### src/rtl/eep_pkg.sv
package eep_pkg;

  typedef enum logic [2:0] {
    ST_IDLE,
    ST_ADDR,
    ST_ACK_A,
    ST_WR,
    ST_ACK_W,
    ST_RD,
    ST_RACK
  } st_t;

  // Header byte matches when its upper seven bits equal the device address.
  function automatic logic addr_hit(input logic [7:0] hdr, input logic [6:0] own);
    return hdr[7:1] == own;
  endfunction

endpackage

### src/rtl/eep_sync.sv
module eep_sync #(
  parameter int W      = 2,
  parameter int STAGES = 2
) (
  input  logic         clk,
  input  logic         rst_n,
  input  logic [W-1:0] d,
  output logic [W-1:0] q
);
  logic [STAGES-1:0][W-1:0] stg;

  always_ff @(posedge clk or negedge rst_n) begin
    if (!rst_n) stg <= '1;
    else        stg <= {stg[STAGES-2:0], d};
  end

  assign q = stg[STAGES-1];
endmodule

### src/rtl/eep_bus_cond.sv
module eep_bus_cond (
  input  logic clk,
  input  logic rst_n,
  input  logic scl_s,
  input  logic sda_s,
  output logic scl_rise,
  output logic scl_fall,
  output logic ev_start,
  output logic ev_stop
);
  logic scl_p, sda_p;

  always_ff @(posedge clk or negedge rst_n) begin
    if (!rst_n) begin
      scl_p <= 1'b1;
      sda_p <= 1'b1;
    end else begin
      scl_p <= scl_s;
      sda_p <= sda_s;
    end
  end

  assign scl_rise = scl_s & ~scl_p;
  assign scl_fall = ~scl_s & scl_p;
  assign ev_start = scl_s & scl_p & sda_p & ~sda_s;
  assign ev_stop  = scl_s & scl_p & ~sda_p & sda_s;
endmodule

### src/rtl/eep_mem.sv
module eep_mem #(
  parameter int AW = 8,
  parameter int DW = 8
) (
  input  logic          clk,
  input  logic          bus_we,
  input  logic [AW-1:0] bus_addr,
  input  logic [DW-1:0] bus_din,
  input  logic          pre_we,
  input  logic [AW-1:0] pre_addr,
  input  logic [DW-1:0] pre_din,
  input  logic [AW-1:0] raddr,
  output logic [DW-1:0] rdata
);
  localparam int DEPTH = 1 << AW;

  logic [DW-1:0] arr [DEPTH];

  always_ff @(posedge clk) begin
    if (pre_we)      arr[pre_addr] <= pre_din;
    else if (bus_we) arr[bus_addr] <= bus_din;
  end

  assign rdata = arr[raddr];
endmodule

### src/rtl/eep_target.sv
module eep_target
  import eep_pkg::*;
#(
  parameter logic [6:0] DEV_ADDR    = 7'h50,
  parameter int         PTR_W       = 8,
  parameter int         DATA_W      = 8,
  parameter int         SYNC_STAGES = 2
) (
  input  logic              clk,
  input  logic              rst_n,
  input  logic              scl_i,
  input  logic              sda_i,
  output logic              sda_oe,
  input  logic              pre_we,
  input  logic [PTR_W-1:0]  pre_addr,
  input  logic [DATA_W-1:0] pre_data
);
  localparam int                CNT_W   = $clog2(DATA_W + 1);
  localparam logic [CNT_W-1:0]  FULL    = CNT_W'(DATA_W);
  localparam logic [CNT_W-1:0]  LAST_TX = CNT_W'(DATA_W - 1);

  function automatic logic [PTR_W-1:0] step(input logic [PTR_W-1:0] p);
    return p + 1'b1;
  endfunction

  // Synchronized lines and bus events
  logic scl_s, sda_s;
  logic scl_rise, scl_fall, ev_start, ev_stop;

  eep_sync #(.W(2), .STAGES(SYNC_STAGES)) u_sync (
    .clk(clk), .rst_n(rst_n), .d({scl_i, sda_i}), .q({scl_s, sda_s})
  );

  eep_bus_cond u_cond (
    .clk(clk), .rst_n(rst_n), .scl_s(scl_s), .sda_s(sda_s),
    .scl_rise(scl_rise), .scl_fall(scl_fall),
    .ev_start(ev_start), .ev_stop(ev_stop)
  );

  // Protocol state
  st_t                state;
  logic [CNT_W-1:0]   bit_cnt;
  logic [DATA_W-1:0]  rx_sh;
  logic [DATA_W-2:0]  tx_sh;
  logic               rw_rd, nack_q, oe_q;
  logic [PTR_W-1:0]   ptr, cmd_q, wr_addr;
  logic [1:0]         wcnt;
  logic [DATA_W-1:0]  rd_byte;

  // Named internal events
  logic byte_done, wr_stb, ptr_commit, rd_load;
  assign byte_done  = (state == ST_WR) && scl_fall && (bit_cnt == FULL);
  assign wr_stb     = byte_done && (wcnt != 2'd0);
  assign ptr_commit = (ev_start || ev_stop) && (wcnt == 2'd1);
  assign rd_load    = scl_fall && (((state == ST_ACK_A) && rw_rd) ||
                                   ((state == ST_RACK) && !nack_q));

  eep_mem #(.AW(PTR_W), .DW(DATA_W)) u_mem (
    .clk(clk),
    .bus_we(wr_stb), .bus_addr(wr_addr), .bus_din(rx_sh),
    .pre_we(pre_we), .pre_addr(pre_addr), .pre_din(pre_data),
    .raddr(ptr), .rdata(rd_byte)
  );

  // Pointer, location byte and write bookkeeping
  always_ff @(posedge clk or negedge rst_n) begin
    if (!rst_n) begin
      ptr     <= '0;
      cmd_q   <= '0;
      wr_addr <= '0;
      wcnt    <= 2'd0;
    end else begin
      if (ptr_commit)   ptr <= cmd_q;
      else if (rd_load) ptr <= step(ptr);

      if (ev_start || ev_stop) begin
        wcnt <= 2'd0;
      end else if (byte_done) begin
        if (wcnt == 2'd0) begin
          cmd_q   <= rx_sh[PTR_W-1:0];
          wr_addr <= rx_sh[PTR_W-1:0];
        end else begin
          wr_addr <= step(wr_addr);
        end
        if (wcnt != 2'd2) wcnt <= wcnt + 2'd1;
      end
    end
  end

  // Bit-level sequencer
  always_ff @(posedge clk or negedge rst_n) begin
    if (!rst_n) begin
      state   <= ST_IDLE;
      bit_cnt <= '0;
      rx_sh   <= '0;
      tx_sh   <= '0;
      rw_rd   <= 1'b0;
      nack_q  <= 1'b0;
      oe_q    <= 1'b0;
    end else if (ev_start) begin
      state   <= ST_ADDR;
      bit_cnt <= '0;
      oe_q    <= 1'b0;
    end else if (ev_stop) begin
      state   <= ST_IDLE;
      oe_q    <= 1'b0;
    end else begin
      case (state)
        ST_ADDR, ST_WR: begin
          if (scl_rise) begin
            rx_sh   <= {rx_sh[DATA_W-2:0], sda_s};
            bit_cnt <= bit_cnt + 1'b1;
          end else if (scl_fall && bit_cnt == FULL) begin
            bit_cnt <= '0;
            if (state == ST_WR) begin
              oe_q  <= 1'b1;
              state <= ST_ACK_W;
            end else if (addr_hit(rx_sh[7:0], DEV_ADDR)) begin
              rw_rd <= rx_sh[0];
              oe_q  <= 1'b1;
              state <= ST_ACK_A;
            end else begin
              state <= ST_IDLE;
            end
          end
        end
        ST_ACK_A: begin
          if (scl_fall) begin
            bit_cnt <= '0;
            if (rw_rd) begin
              tx_sh <= rd_byte[DATA_W-2:0];
              oe_q  <= ~rd_byte[DATA_W-1];
              state <= ST_RD;
            end else begin
              oe_q  <= 1'b0;
              state <= ST_WR;
            end
          end
        end
        ST_ACK_W: begin
          if (scl_fall) begin
            oe_q  <= 1'b0;
            state <= ST_WR;
          end
        end
        ST_RD: begin
          if (scl_fall) begin
            if (bit_cnt == LAST_TX) begin
              oe_q  <= 1'b0;
              state <= ST_RACK;
            end else begin
              oe_q    <= ~tx_sh[DATA_W-2];
              tx_sh   <= {tx_sh[DATA_W-3:0], 1'b0};
              bit_cnt <= bit_cnt + 1'b1;
            end
          end
        end
        ST_RACK: begin
          if (scl_rise) begin
            nack_q <= sda_s;
          end else if (scl_fall) begin
            if (nack_q) begin
              state <= ST_IDLE;
            end else begin
              bit_cnt <= '0;
              tx_sh   <= rd_byte[DATA_W-2:0];
              oe_q    <= ~rd_byte[DATA_W-1];
              state   <= ST_RD;
            end
          end
        end
        default: state <= ST_IDLE;
      endcase
    end
  end

  assign sda_oe = oe_q;

endmodule

### config.mk
export PLATFORM = sky130hd
export DESIGN_NAME = eep_target
export DESIGN_NICKNAME = d
export VERILOG_FILES = /design/src/rtl/eep_pkg.sv /design/src/rtl/eep_sync.sv /design/src/rtl/eep_bus_cond.sv /design/src/rtl/eep_mem.sv /design/src/rtl/eep_target.sv
export SDC_FILE = /design/constraint.sdc
export NUM_CORES = 2
export LEC_CHECK = 0
export ABC_AREA = 1
export BUFFER_PORTS_ARGS = -buffer_cell sky130_fd_sc_hd__buf_2
export CORE_UTILIZATION = 57
export CTS_CLUSTER_DIAMETER = 50
export DETAILED_ROUTE_END_ITERATION = 7
export PLACE_DENSITY = 0.75
export SLEW_MARGIN = 30
export SYNTH_ARGS = -nofsm -noshare
export SYNTH_HDL_FRONTEND = slang
export SYNTH_SLANG_ARGS = --single-unit
### constraint.sdc
create_clock -name clk -period 12.5 [get_ports clk]
set_input_delay 0.625 -clock clk [delete_from_list [all_inputs] [get_ports clk]]
set_output_delay 0.625 -clock clk [all_outputs]
set_load 0.005 [all_outputs]
==> flow_results.org <==
** Logic synthesis
- After technology mapping, the gate count stands at around 7300.
- By instance count, the leading cell after synthesis is sky130_fd_sc_hd__edfxtp_1.
- Cell variety after synth :: 39
- Cell taking the most area after synthesis :: sky130_fd_sc_hd__edfxtp_1
- Post-Synthesis Net Count :: 7367
- Counting flops with a built-in enable in the synthesized netlist gives 2048.
- Ranking of synthesized cells by instance count :: 2048 x sky130_fd_sc_hd__edfxtp_1, 1793 x sky130_fd_sc_hd__nor2_1, 1088 x sky130_fd_sc_hd__o21ai_0
- Sequential cell area fraction in the yosys report :: around 73%
- Among all flip-flop cells after synthesis, the most frequent one is sky130_fd_sc_hd__edfxtp_1.
- In the post-synthesis netlist, the biggest area contributors are sky130_fd_sc_hd__edfxtp_1 71%, sky130_fd_sc_hd__nor2_1 7.8%, sky130_fd_sc_hd__o21ai_0 6.3%.
- Summing every instance area after synthesis gives 86200 sq um.
- In the synthesized netlist the async set-or-reset flop fraction comes to under 10%.
- In this run, synthesis produced a sequential element count of 2105.
- The top cell type by area accounts for 71.4% of the synthesized area.
- Syn Area/Cell :: 11.7 sq um
- The Yosys step of the flow raised 0 warnings.

** STA
- Setup repair after global routing left no endpoint under its margin.
- Count of final hold-check violations :: 0
- Post-layout min period :: 5.01 ns
- Timing would allow up to 200 MHz.
- Setup_tns :: 0 ns
- Headroom to the max-slew limit came out at 26.2%.
- Worst Slack Setup Final :: approximately 7.5 ns
- The total count of max-transition violations in the final report was 0.
- Clk_skew :: ~0.026 ns
- Final Setup Violations :: 0
- Fraction of the cycle the final worst path needs :: 40.1%
- For the pin with the worst max-slew slack, the measured transition is 1.11 ns.

** Clock network
- The clock net in this run drives a total of 2105 sinks.
- Clock transition at the register clock pins on the worst setup and hold paths after CTS :: ~0.060 ns
- Post-CTS timing repair inserted 0 buffers for setup.
- The number of gates resized after CTS was 0.
- Total clock buffers created by CTS :: 209
- The clock passes through at most 3 buffers.
- Buffers inserted to repair hold after CTS numbered 3.
- At the later pin of the worst-skew pair, clock insertion delay measures 0.83 ns.
- CTS placed an instance of sky130_fd_sc_hd__clkbuf_16 at the clock tree root.
- TritonCTS built the clock tree.
- CTS built an H-tree with a depth of 4.

** Critical path
- CP Data Arrival Time :: around 5.8 ns
- In this run the worst path has a maximum fanout of 83.
- The worst setup path is captured at a register.
- Crit start category :: register
- The setup path with the least slack is of type register to register.
- R2R Setup Slk :: 7.49 ns
- At the worst endpoint, the required time is 13.27 ns.

** Final layout
- Number of filler instances in the final layout :: 11000
- From synthesis to final layout, the design area changed by 9.47%.
- Fraction of layout cells with a size suffix above 1 :: 6.63%
- Area taken by multi-input logic gates :: 20800 sq um
- At the end of the flow, the number of nets in the layout was 7194.
- After routing the design area is 94300 sq um.
- The count of cells in the finished layout, fillers not included, comes to 9355.
- Registers take ~63000 sq um.

** Placement
- Placed instance area :: 87700 sq um
- IO buf count :: 21
- Prior to clock tree synthesis, the placed netlist has a worst setup slack of 7.51 ns.
- Instance count after placement with tap cells included :: 8968
- The wire-length estimate of the detail-placed layout is around 120000 um.
- The congestion estimate from routability-driven global placement came to ~0.88.

** Global route
- The first global-routing pass estimated 335000 um of wire.
- Initial antenna violation count :: 5
- All-layer global routing usage :: 29.2%
- GRT overflow :: 0
- Vias in the first global route :: 54600
- Entering global routing, the biggest net connects around 220 pins.

** Drt
- Drt first pass iters :: 6
- The detailed router put a total of 85300 um of wire on met1.
- Detailed routing placed a total of 25900 um of wire on met3.
- Wire segments on met2 add up to 104000 um in the final route.
- Vias per std cell :: 6.17
- Dividing the detail-routed wire length by the instance count gives 24.0 um.
- The count of nets left with antenna violations once routing finished came out at 0.
- In this run, the number of DRC markers left after iteration 0 of detailed routing was 8036.
- In the routed design, unresolved DRC markers number 0.
- Top routing layer in use :: met5
- Number of vias after detailed routing :: around 58000
- For this block, the routed nets add up to between 200000 and 250000 um of wire.

** Floorplan
- In this run the count of I/O pins placed on the die edge is 22.
- Height of the chip :: 391 um
- Once the floorplan was initialized, standard cells occupied 57.5% of the core.
- From left edge to right edge, the die measures 391 um.
- The floorplan has 142 rows.
- Core footprint :: around 150000 sq um
- The floorplan step defined a die boundary enclosing 153000 sq um.

** Worst hold path
- Path category of the worst min-delay check :: register to register

** Run
- Across the run, the number of max-cap violations was 0.

** Run status
- Result of the run :: finished clean

** Pwr
- The worst-case IR drop observed on VDD is approximately 0.00013 V.
- Power spread over the standard cell area amounts to between 100 and 150 nW/um^2.
- Total leakage power :: 31.8 nW
-- power breakdown --
part           switching [mW]  internal [mW]  leakage (nW)
registers             0.00715           7.76          19.2
logic                   0.181         0.0246          9.40
clock network            2.64           3.42          3.19
total                    2.83           11.2          31.8
-- registers in the layout (all words and copies together) (netlist names), 3 cells and up --
| signal | flops |
|---|---|
| wr_addr | 8 |
| tx_sh | 7 |
| u_mem.arr | 2048 |
| bit_cnt | 4 |
| cmd_q | 8 |
| rx_sh | 8 |
| state | 3 |
| ptr | 8 |
-- layout by cell type, fill, tap and decap left out, types with 7 or more instances in the layout --
master                         n
sky130_fd_sc_hd__edfxtp_1   2048
sky130_fd_sc_hd__clkinv_1     36
sky130_fd_sc_hd__clkinv_2     32
sky130_fd_sc_hd__o211ai_1    210
sky130_fd_sc_hd__xor2_1        8
sky130_fd_sc_hd__nor2_2       23
sky130_fd_sc_hd__nand2_2      15
sky130_fd_sc_hd__inv_1       147
sky130_fd_sc_hd__ha_1          7
sky130_fd_sc_hd__o221ai_1     16
sky130_fd_sc_hd__nand3_1     439
sky130_fd_sc_hd__buf_12       10
sky130_fd_sc_hd__o21ai_4      13
sky130_fd_sc_hd__buf_4        62
sky130_fd_sc_hd__clkbuf_1     58
sky130_fd_sc_hd__a21oi_1      60
sky130_fd_sc_hd__dfrtp_1      47
sky130_fd_sc_hd__buf_2        21
sky130_fd_sc_hd__bufinv_16    13
sky130_fd_sc_hd__inv_2        18
sky130_fd_sc_hd__nor3_1       11
sky130_fd_sc_hd__nor2_1     1782
sky130_fd_sc_hd__o22ai_1      71
sky130_fd_sc_hd__nand2_1     814
sky130_fd_sc_hd__inv_6        13
sky130_fd_sc_hd__o21ai_0    1080
sky130_fd_sc_hd__clkbuf_16   213
-- path summary, 6_finish.rpt --
check,startpoint,to,cells after the start
worst min register to register,u_sync.stg[0],u_sync.q[0],0
worst min-delay path,u_sync.stg[0],u_sync.q[0],0
worst max register to register,ptr[1],tx_sh[0],13
min in group asynchronous,rst_n,wr_addr[6],3
max in group asynchronous,rst_n,ptr[0],3
worst max-delay path,ptr[1],tx_sh[0],13
-- routing by layer --
| layer | up-vias | GRT usage, % |
|---|---|---|
| met5 | - | 0 |
| met4 | 8 | 12.8 |
| met3 | 561 | 6.90 |
| met2 | 3487 | 44.9 |
| met1 | 28100 | 40.1 |
| li1 | 25600 | - |
-- final cells by class --
| class | count | area share, % |
|---|---|---|
| inverters | 172 | 0.714 |
| diodes | 4 | 0.0106 |
| multi-input cells | 4578 | 22.0 |
| clock inverters | 106 | 1.01 |
| clock buffers | 274 | 5.93 |
| repair buffers | 100 | 0.914 |
| well taps | 2016 | 2.67 |
| flip-flops and latches | 2105 | 66.7 |
-- kinds of logic after synthesis --
group                      synth area share [%]
buffers and inverters                      3.02
xor gates and xnor gates                  0.102
and+or+nand+nor                            14.4
muxes                                    0.0131
AOI/OAI and AO/OA                          9.34
adders and majority gates                 0.102
DFF                                        73.0
-- stage by stage --
| stage | util, % | hold WS (ns) | total power [mW] |
|---|---|---|---|
| 2_1_floorplan | - | 0.329 | 8.08 |
| 3_3_place_gp | 58.5 | 0.359 | 8.10 |
| 6_report | 62.9 | 0.364 | 14.0 |
| 3_5_place_dp | 58.5 | 0.359 | 8.11 |
| 4_1_cts | 62.9 | 0.338 | 14.0 |
| 5_1_grt | 62.9 | 0.368 | 14.3 |
-- critical path, cell delays in order, from the launching register on --
cell	delay [ns]
sky130_fd_sc_hd__dfrtp_4	0.83
sky130_fd_sc_hd__buf_6	0.68
sky130_fd_sc_hd__buf_4	0.76
sky130_fd_sc_hd__buf_4	0.79
sky130_fd_sc_hd__o21ai_0	0.21
sky130_fd_sc_hd__o211ai_1	0.37
sky130_fd_sc_hd__nand3_1	0.13
sky130_fd_sc_hd__a21oi_1	0.42
sky130_fd_sc_hd__nor2_1	0.17
sky130_fd_sc_hd__nand2_1	0.11
sky130_fd_sc_hd__nand3_1	0.09
sky130_fd_sc_hd__nand2_1	0.08
sky130_fd_sc_hd__nand2_1	0.06
sky130_fd_sc_hd__nand2_1	0.07
(Power assumes the default switching activity.)
